### config.mk
export PLATFORM = sky130hd
export DESIGN_NAME = uart_rxq_top
export DESIGN_NICKNAME = d
export VERILOG_FILES = /design/src/rtl/uart_rxq_pkg.sv /design/src/rtl/rxq_char_tagger.sv /design/src/rtl/rxq_tag_fifo.sv /design/src/rtl/rxq_status.sv /design/src/rtl/uart_rxq_top.sv
export SDC_FILE = /design/constraint.sdc
export NUM_CORES = 1
export LEC_CHECK = 0
export BUFFER_PORTS_ARGS = -buffer_cell sky130_fd_sc_hd__buf_2
export CAP_MARGIN = 20
export CELL_PAD_IN_SITES_DETAIL_PLACEMENT = 1
export CELL_PAD_IN_SITES_GLOBAL_PLACEMENT = 2
export CORE_ASPECT_RATIO = 2
export CORE_MARGIN = 8
export CORE_UTILIZATION = 40
export DETAILED_ROUTE_END_ITERATION = 12
export MAX_ROUTING_LAYER = met4
export PLACE_DENSITY = 0.75
export REMOVE_ABC_BUFFERS = 1
export SLEW_MARGIN = 20
export SYNTH_ARGS = -nofsm -noshare
export SYNTH_HDL_FRONTEND = slang
export SYNTH_SLANG_ARGS = --single-unit
### constraint.sdc
create_clock -name clk -period 3.75 [get_ports clk]
set_input_delay 0.375 -clock clk [delete_from_list [all_inputs] [get_ports clk]]
set_output_delay 0.375 -clock clk [all_outputs]
set_load 0.005 [all_outputs]
### src/rtl/uart_rxq_pkg.sv
package uart_rxq_pkg;
  localparam int unsigned CHAR_W = 8;

  typedef struct packed {
    logic [CHAR_W-1:0] data;
    logic              par_bad;
    logic              frm_bad;
  } rxq_ent_t;
endpackage

### src/rtl/rxq_char_tagger.sv
module rxq_char_tagger
  import uart_rxq_pkg::*;
(
  input  logic [CHAR_W-1:0] char_bits,
  input  logic              par_bit,
  input  logic              stop_bit,
  input  logic              par_chk_en,
  input  logic              par_odd_sel,
  output rxq_ent_t          ent
);
  logic ones_odd;

  // XOR over data and parity bit: 1 when the total count of ones is odd
  assign ones_odd = (^char_bits) ^ par_bit;

  always_comb begin
    ent.data    = char_bits;
    ent.par_bad = par_chk_en & (ones_odd != par_odd_sel);
    ent.frm_bad = ~stop_bit;
  end
endmodule

### src/rtl/rxq_tag_fifo.sv
module rxq_tag_fifo
  import uart_rxq_pkg::*;
#(
  parameter int unsigned DEPTH = 4
) (
  input  logic     clk,
  input  logic     rst,
  input  logic     push_req,
  input  rxq_ent_t push_ent,
  input  logic     pop_req,
  input  logic     intake_hold,
  output rxq_ent_t head_ent,
  output logic     head_ovr,
  output logic     not_empty,
  output logic     not_empty_nxt,
  output logic     pop_fire,
  output logic     ovf_pulse
);
  localparam int unsigned AW = (DEPTH > 1) ? $clog2(DEPTH) : 1;
  localparam int unsigned CW = $clog2(DEPTH + 1);
  localparam logic [CW-1:0] CNT_MAX  = CW'(DEPTH);
  localparam logic [AW-1:0] PTR_LAST = AW'(DEPTH - 1);

  rxq_ent_t         mem [DEPTH];
  logic [DEPTH-1:0] ovr_tag;
  logic [AW-1:0]    wp, rp, wp_prev;
  logic [CW-1:0]    cnt, cnt_nxt;
  logic             is_full, accept;

  function automatic logic [AW-1:0] ptr_inc(input logic [AW-1:0] p);
    return (p == PTR_LAST) ? '0 : p + 1'b1;
  endfunction

  assign is_full   = (cnt == CNT_MAX);
  assign not_empty = (cnt != '0);
  assign pop_fire  = pop_req & not_empty;
  assign accept    = push_req & ~intake_hold & (~is_full | pop_fire);
  assign ovf_pulse = push_req & ~intake_hold & is_full & ~pop_fire;
  assign wp_prev   = (wp == '0) ? PTR_LAST : wp - 1'b1;

  always_comb begin
    cnt_nxt = cnt;
    case ({accept, pop_fire})
      2'b10:   cnt_nxt = cnt + 1'b1;
      2'b01:   cnt_nxt = cnt - 1'b1;
      default: cnt_nxt = cnt;
    endcase
  end

  assign not_empty_nxt = (cnt_nxt != '0);

  // data and error tags: plain write port, no reset, RAM style
  always_ff @(posedge clk) begin
    if (accept) mem[wp] <= push_ent;
  end

  always_ff @(posedge clk) begin
    if (rst) begin
      wp      <= '0;
      rp      <= '0;
      cnt     <= '0;
      ovr_tag <= '0;
    end else begin
      cnt <= cnt_nxt;
      if (accept) begin
        wp           <= ptr_inc(wp);
        ovr_tag[wp]  <= 1'b0;
      end
      if (ovf_pulse) ovr_tag[wp_prev] <= 1'b1;
      if (pop_fire)  rp <= ptr_inc(rp);
    end
  end

  assign head_ent = mem[rp];
  assign head_ovr = ovr_tag[rp];

  assert_no_overflow_R6: assert property (@(posedge clk) disable iff (rst)
    (is_full && push_req && !pop_req) |=> (cnt == CNT_MAX));

  assert_swap_keeps_full_R10: assert property (@(posedge clk) disable iff (rst)
    (is_full && push_req && !intake_hold && pop_req) |=> (cnt == CNT_MAX));

  assert_hold_drops_R7: assert property (@(posedge clk) disable iff (rst)
    (intake_hold && push_req && !pop_req) |=> (cnt == $past(cnt)));

  assert_pop_keeps_data_R1: assert property (@(posedge clk) disable iff (rst)
    (pop_req && cnt > 1) |=> not_empty);
endmodule

### src/rtl/rxq_status.sv
module rxq_status (
  input  logic clk,
  input  logic rst,
  input  logic not_empty,
  input  logic not_empty_nxt,
  input  logic head_pe,
  input  logic head_fe,
  input  logic head_ovr,
  input  logic pop_fire,
  input  logic err_clr,
  input  logic ovf_pulse,
  input  logic start_det,
  input  logic rx_int_en,
  input  logic start_int_en,
  output logic par_lat,
  output logic frm_lat,
  output logic ovr_lat,
  output logic intake_hold,
  output logic data_full,
  output logic rx_irq
);
  logic head_seen;
  logic tag_load;

  // a head entry's tags are taken once, the first cycle it is the head
  assign tag_load = not_empty & ~head_seen;

  always_ff @(posedge clk) begin
    if (rst) begin
      head_seen   <= 1'b0;
      par_lat     <= 1'b0;
      frm_lat     <= 1'b0;
      ovr_lat     <= 1'b0;
      intake_hold <= 1'b0;
      data_full   <= 1'b0;
      rx_irq      <= 1'b0;
    end else begin
      if (pop_fire)      head_seen <= 1'b0;
      else if (tag_load) head_seen <= 1'b1;

      par_lat <= (par_lat & ~err_clr) | (tag_load & head_pe);
      frm_lat <= (frm_lat & ~err_clr) | (tag_load & head_fe);
      ovr_lat <= (ovr_lat & ~err_clr) | (tag_load & head_ovr);

      if (ovf_pulse)               intake_hold <= 1'b1;
      else if (err_clr && ovr_lat) intake_hold <= 1'b0;

      data_full <= not_empty_nxt;
      rx_irq    <= rx_int_en & (not_empty_nxt | (start_int_en & start_det));
    end
  end

  assert_sticky_pe_R8: assert property (@(posedge clk) disable iff (rst)
    (par_lat && !err_clr) |=> par_lat);

  assert_clear_all_R8: assert property (@(posedge clk) disable iff (rst)
    (err_clr && !tag_load) |=> (!par_lat && !frm_lat && !ovr_lat));

  assert_irq_gated_R9: assert property (@(posedge clk) disable iff (rst)
    !rx_int_en |=> !rx_irq);

  assert_hold_on_overrun_R7: assert property (@(posedge clk) disable iff (rst)
    ovf_pulse |=> intake_hold);
endmodule

### src/rtl/uart_rxq_top.sv
module uart_rxq_top
  import uart_rxq_pkg::*;
#(
  parameter int unsigned DEPTH = 4
) (
  input  logic              clk,
  input  logic              rst,
  input  logic              chr_valid,
  input  logic [CHAR_W-1:0] chr_data,
  input  logic              chr_par,
  input  logic              chr_stop,
  input  logic              start_det,
  input  logic              par_en,
  input  logic              par_odd,
  input  logic              rx_int_en,
  input  logic              start_int_en,
  input  logic              data_rd,
  input  logic              err_clr,
  output logic [CHAR_W-1:0] rd_data,
  output logic              data_full,
  output logic              ovr_err,
  output logic              par_err,
  output logic              frm_err,
  output logic              rx_irq
);
  rxq_ent_t new_ent, head_ent;
  logic head_ovr, not_empty, not_empty_nxt, pop_fire, ovf_pulse, intake_hold;

  rxq_char_tagger i_tagger (
    .char_bits   (chr_data),
    .par_bit     (chr_par),
    .stop_bit    (chr_stop),
    .par_chk_en  (par_en),
    .par_odd_sel (par_odd),
    .ent         (new_ent)
  );

  rxq_tag_fifo #(.DEPTH(DEPTH)) i_fifo (
    .clk           (clk),
    .rst           (rst),
    .push_req      (chr_valid),
    .push_ent      (new_ent),
    .pop_req       (data_rd),
    .intake_hold   (intake_hold),
    .head_ent      (head_ent),
    .head_ovr      (head_ovr),
    .not_empty     (not_empty),
    .not_empty_nxt (not_empty_nxt),
    .pop_fire      (pop_fire),
    .ovf_pulse     (ovf_pulse)
  );

  rxq_status i_status (
    .clk           (clk),
    .rst           (rst),
    .not_empty     (not_empty),
    .not_empty_nxt (not_empty_nxt),
    .head_pe       (head_ent.par_bad),
    .head_fe       (head_ent.frm_bad),
    .head_ovr      (head_ovr),
    .pop_fire      (pop_fire),
    .err_clr       (err_clr),
    .ovf_pulse     (ovf_pulse),
    .start_det     (start_det),
    .rx_int_en     (rx_int_en),
    .start_int_en  (start_int_en),
    .par_lat       (par_err),
    .frm_lat       (frm_err),
    .ovr_lat       (ovr_err),
    .intake_hold   (intake_hold),
    .data_full     (data_full),
    .rx_irq        (rx_irq)
  );

  assign rd_data = head_ent.data;

  assert_flag_tracks_store_R1: assert property (@(posedge clk) disable iff (rst)
    (chr_valid && !intake_hold && !data_rd && !ovf_pulse) |=> data_full);
endmodule

==> summary.txt, run 1 <==
Clocking
  – Post-CTS setup buffer count: 0
  – Root buffer cell: clkbuf_16
  – Number of clock sinks: 60
  – Post-cts sizing count: 0
  – H-tree depth: 3
  – Clock transition at path regs: 0.05 ns
  – Hold buffer count at cts: 0
  – CTS tree: done
  – Clock Latency Late Sink: 0.33 ns
  – Clock Path Buffers: 2
  – CTS buffer count: 9

Synthesis
  – Synth Instances: 165
  – Synth top area share: 48.9%
  – Yosys reg bits: 60
  – Top post-synthesis cells by area: edfxtp_1, dfxtp_1, mux4_2, ha_1, nor2_1
  – Synth warn: 0
  – Post-synth top area cell: edfxtp_1
  – Post-synth EDFFs: 40
  – Post-synth ARST share: 0%
  – Syn avg cell area: 14.9 µm²
  – Netlist cell types: 33
  – Primary FF master, synth: edfxtp_1
  – Synth Cell Area: 0.00246 mm²
  – Seq/Total Area, Yosys: 65.1%

Final layout
  – Non-filler instance count after layout: 271
  – Nets@finish: 230
  – Area grow syn2layout: 19.5%
  – N_diodes: 0
  – Most common cell after layout, fill and taps aside: edfxtp_1
  – Most frequent cells in the layout: edfxtp_1, buf_2, dfxtp_1
  – Post-layout util: 49.3%
  – Share of post-route cells with drive strength above 1: 29.3%

Placement
  – Place WS: 0.818 ns
  – Placer congestion estimate: 0.756
  – Placed cells: 254
  – Hpwl dp: 3710 µm
  – Port Buffers: 32

Setup path
  – Top Family by Delay on Critical Path: simple AND/OR/NAND/NOR gates
  – Buf/Inv on CP: 1
  – Worst path required time: 3.95 ns
  – Critical Path, Cell by Cell: or4b_4 > nand3b_2 > ha_1 > inv_1 > fa_1 > xor2_1 > o21a_1 > nor3_1 > a21oi_1
  – Max stage delay cell, worst path: or4b_4
  – Max incr delay on CP: 0.54 ns
  – WP data arrival: 2.96 ns
  – Critical path startpoint category: flop
  – CP Class: reg2reg
  – CP max FO: 12
  – CP Capture Type: flop

STA
  – Final Cycle Share: 73.6%
  – RSZ-0062 raised after global routing: false
  – Final hold violations: 0
  – Worst-Margin Slew: 1.02 ns
  – Clock Skews: 0.0103 ns
  – F_max: 0.362 GHz
  – Fin crit period: 2.76 ns
  – Post-route setup slack: 0.989 ns
  – Slew headroom: 31.7%
  – Final TNS setup: 0 ns
  – Fin. max-slew vios: 0
  – Setup violators final: 0

Routing
  – Number of DRC markers in iteration 0: 63
  – Avg WL per Cell: 18.9 µm
  – Detailed Routing Iterations Pass 1: 3
  – Number of remaining DRC errors: 0
  – Post-route ant nets: 0
  – Vias: 1,407
  – Drt via density: 5.19
  – Drt total wl: 5110 µm

Power and ir drop
  – Total Power: 1.99 mW
  – P per Cell Area: 678 mW/mm²
  – VDD IR max: 0.353 mV
  – Leakage: 1.11 nW

Die
  – I/O pin count: 33
  – Core area: 0.00596 mm²
  – Die H: 127 µm
  – Die Wd: 71.4 µm
  – Row cnt: 40
  – Initial core utilization: 41.3%
  – Die area: 0.00906 mm²

Global routing
  – First-pass GRT wire length: 8220 µm
  – Global route overflow: 0
  – Number of global-route vias before repair: 1,608
  – Initial antenna violation count: 0
  – Largest net degree at the start of global routing: 19
  – Total track usage: 12.7%

Min path
  – Hold crit path type: in2reg

Flow run
  – Max Cap Viol: 0

Status
  – Outcome: finished, final reports clean
[cells in the mapped netlist, types with 2 or more instances]
cell       n
o21ai_0    4
nor2_1    15
edfxtp_1  40
nor2b_1    4
nand2_1    7
dfxtp_1   20
xnor2_1    5
nor3_1     5
xor2_1     4
a21oi_1   11
ha_1       6
inv_1     11
clkbuf_1   2
mux4_2    11
mux2i_1    2
[per-layer routing]
metal / vias up / global-route usage, % / share of wire, %
met3: 9 / 4.58 / 4.1
met5: - / - / 0
met2: 29 / 22.6 / 58
li1: 675 / - / -
met4: 0 / 7.42 / 2.6
met1: 694 / 11.1 / 35
[state kept, by name, indices dropped and copies added (netlist names), 2 cells and up, named ones only]
name            cells
i_fifo.mem         40
i_fifo.ovr_tag      4
i_fifo.cnt          3
i_fifo.rp           2
i_fifo.wp           2
[worst paths after layout]
check | startpoint | endpoint | slack [ns] | cells after the start
worst max register to register | i_fifo.cnt[0] | i_status.rx_irq | 0.99 | 9
worst max-delay path | i_fifo.cnt[0] | i_status.rx_irq | 0.99 | 9
worst min-delay path | rx_int_en | i_status.rx_irq | 0.29 | 3
worst min register to register | i_fifo.ovr_tag[1] | i_fifo.ovr_tag[1] | 0.49 | 2
[worst min-delay path, delay by kind of cell]
family / cells / cell delay, ns
compound gates: 1 / 0.04
buf+inv: 1 / 0.10
simple gates: 1 / 0.06
[per-stage QoR]
stage	cell area (µm²)	hold WS (ns)
CTS	2930	0.282
detailed placement	2660	0.483
finish	2940	0.292
global placement	2660	0.463
global route	2940	0.294
floorplan	2420	0.440
[layout make-up]
type | instances | area [µm²]
Fill cell | 613 | 3020
Multi-Input combinational cell | 88 | 781
Clock buffer | 13 | 250
Tap cell | 63 | 78.8
Sequential cell | 60 | 1600
Inverter | 11 | 41.3
Timing Repair Buffer | 33 | 171
Clock inverter | 3 | 15.0
[where the power goes]
group | internal [mW] | switching, mW | leakage, nW | total (mW)
registers | 0.796 | 0.0775 | 0.531 | 0.873
clock network | 0.460 | 0.266 | 0.133 | 0.726
logic | 0.204 | 0.189 | 0.441 | 0.393
[kinds of logic (layout without fill, tap and decap cells)]
| group | Yosys count | after routing | share of synthesized area (%) |
|---|---|---|---|
| XOR/XNOR | 10 | 10 | 4.12 |
| multiplexers | 13 | 13 | 10.9 |
| AO/OA/AOI/OAI | 20 | 20 | 4.68 |
| flip-flops | 60 | 60 | 65.1 |
| AND/OR/NAND/NOR | 38 | 38 | 8.19 |
| adder cells (fa/ha/maj) | 7 | 7 | 3.87 |
| buffers and inverters | 17 | 60 | 3.10 |
(Power assumes the default switching activity.)
==> run 2, diff against run 1 <==
clock period = 2.75 ns   (was 3.75 ns; I/O delays follow)
==> run 2 against run 1 <==
  * Critical endpoint unchanged
  * Fmax up 8.7%
  * Critical path depth is the same
  * Register-to-register slack got worse by 0.78 ns
  * Global-route usage is essentially flat
  * Sequential share of layout area shrank 2.4 points
==> summary.txt, run 2 (synthesis results as in run 1) <==
Status
  – Outcome: finished, final reports clean

Setup path
  – CP Capture Type: flop
  – CP max FO: 6 (-6)
  – Max stage delay cell, worst path: or4b_4
  – CP Class: reg2reg
  – WP data arrival: 2.74 ns (-0.22 ns)
  – Max incr delay on CP: 0.52 ns (-0.02 ns)
  – Critical Path, Cell by Cell: or4b_4 > nand3b_2 > ha_1 > inv_1 > fa_1 > xor2_1 > o21a_1 > nor3_2 > a21oi_1
  – Worst path required time: 2.95 ns (-1.00 ns)
  – Critical path startpoint category: flop

Global routing
  – Global route overflow: 0 (unchanged)
  – Total track usage: 12.7% (-0.017 points)
  – Number of global-route vias before repair: 1,672 (+4.0%)
  – Largest net degree at the start of global routing: 19 (unchanged)
  – First-pass GRT wire length: 8450 µm (+2.8%)
  – Initial antenna violation count: 0 (unchanged)

Routing
  – Number of DRC markers in iteration 0: 101 (+60%)
  – Detailed Routing Iterations Pass 1: 2 (-1)
  – Post-route ant nets: 0 (unchanged)
  – Drt via density: 5.30 (+2.1%)
  – Avg WL per Cell: 18.5 µm (-1.9%)
  – Vias: 1,468 (+4.3%)
  – Drt total wl: 5130 µm (+0.31%)
  – Number of remaining DRC errors: 0 (unchanged)

Placement
  – Port Buffers: 32 (unchanged)
  – Placer congestion estimate: 0.766 (+1.3%)
  – Hpwl dp: 3740 µm (+0.88%)

Final layout
  – Largest registers: i_fifo.mem: 40 flops, i_fifo.ovr_tag: 4 flops, i_fifo.cnt: 3 flops
  – Largest register FFs: 40 (unchanged)
  – Most frequent cells in the layout: edfxtp_1, buf_2, dfxtp_1
  – Number of fill cells: 603 (-1.6%)
  – Most flops, register: i_fifo.mem
  – Nets@finish: 236 (+2.6%)
  – Area grow syn2layout: 24.9%
  – Share of post-route cells with drive strength above 1: 32.7% (+3.4 points)
  – N_diodes: 0 (unchanged)
  – Most common cell after layout, fill and taps aside: edfxtp_1
  – Post-layout util: 51.6% (+2.2 points)

Die
  – I/O pin count: 33 (unchanged)
  – Initial core utilization: 41.3% (unchanged)
  – Die H: 127 µm (unchanged)
  – Row cnt: 40 (unchanged)
  – Die area: 0.00906 mm² (unchanged)
  – Core area: 0.00596 mm² (unchanged)
  – Die Wd: 71.4 µm (unchanged)

Flow run
  – Max Cap Viol: 0 (unchanged)

STA
  – Worst-Margin Slew: 0.705 ns (-0.315 ns)
  – Final hold violations: 0 (unchanged)
  – Clock Skews: 0.00682 ns (-0.00351 ns)
  – Final Cycle Share: 92.3% (+19 points)
  – RSZ-0062 raised after global routing: false
  – Fin crit period: 2.54 ns (-0.222 ns)
  – Fin. max-slew vios: 0 (unchanged)
  – Final TNS setup: 0 ns (unchanged)
  – Slew headroom: 52.9% (+21 points)
  – F_max: 0.394 GHz (+8.7%)
  – Setup violators final: 0 (unchanged)

Clocking
  – Number of clock sinks: 60 (unchanged)
  – CTS buffer count: 9 (unchanged)
  – H-tree depth: 3 (unchanged)
  – Clock Path Buffers: 2 (unchanged)
  – Root buffer cell: clkbuf_16
  – Post-CTS setup buffer count: 0 (unchanged)
  – Clock transition at path regs: 0.05 ns (about the same)
  – Clock Latency Late Sink: 0.31 ns (-0.02 ns)
  – CTS tree: done

Min path
  – Hold crit path type: in2reg

Power and ir drop
  – P per Cell Area: 998 mW/mm² (+47%)
  – VDD IR max: 0.505 mV (+43%)
  – Leakage: 1.18 nW (+6.5%)
run 2: cell type report:
type | instances | area, µm² | area share [%]
Tap cell | 63 | 78.8 | 2.57
Inverter | 11 | 41.3 | 1.34
Clock buffer | 12 | 256 | 8.35
Multi-Input combinational cell | 88 | 786 | 25.6
Clock inverter | 4 | 95.1 | 3.10
Timing Repair Buffer | 39 | 213 | 6.92
Sequential cell | 60 | 1600 | 52.1
run 2: per-stage QoR:
stage	setup slack, ns	instances	hold slack (ns)	cell area [µm²]	power, mW
finish	0.211	277	0.194	3070	3.07
global route	0.0341	277	0.196	3070	3.21
CTS	0.115	277	0.190	3070	3.10
detailed placement	0.107	261	0.481	2720	1.79
global placement	0.178	261	0.467	2720	1.75
floorplan	0.241	159	0.344	2420	1.55
run 2: worst paths after layout:
kind | from | to | slack, ns | cells past startpoint
worst max-delay path | i_fifo.cnt[2] | i_status.rx_irq | 0.21 | 9
worst min-delay path | rx_int_en | i_status.rx_irq | 0.19 | 3
worst max register to register | i_fifo.cnt[2] | i_status.rx_irq | 0.21 | 9
worst min register to register | i_fifo.ovr_tag[1] | i_fifo.ovr_tag[1] | 0.49 | 2
run 2: critical path: cells and delay by family, from the launching register on:
| family | cells | cell delay, ns |
|---|---|---|
| buffers and inverters | 1 | 0.08 |
| DFF | 1 | 0.42 |
| AOI/OAI and AO/OA | 2 | 0.27 |
| adders and majority gates | 2 | 0.62 |
| xor gates and xnor gates | 1 | 0.17 |
| and+or+nand+nor | 3 | 0.85 |
run 2: power by group:
group          internal (mW)  switching [mW]
clock                  0.932           0.366
combinational          0.303           0.285
sequential              1.08          0.0963
run 2: timing repair:
item | 4_1_cts | 5_1_grt
setup endpoints to repair | 0 | 1
hold buffers | 0 | 0
resized for setup | 0 | 1
run 2: per-layer routing:
metal  global-route usage [%]  wire [µm]
met4                     5.56         70
met5                        -          0
met2                     23.0       2970
met1                     11.7       1910
met3                     4.10        180
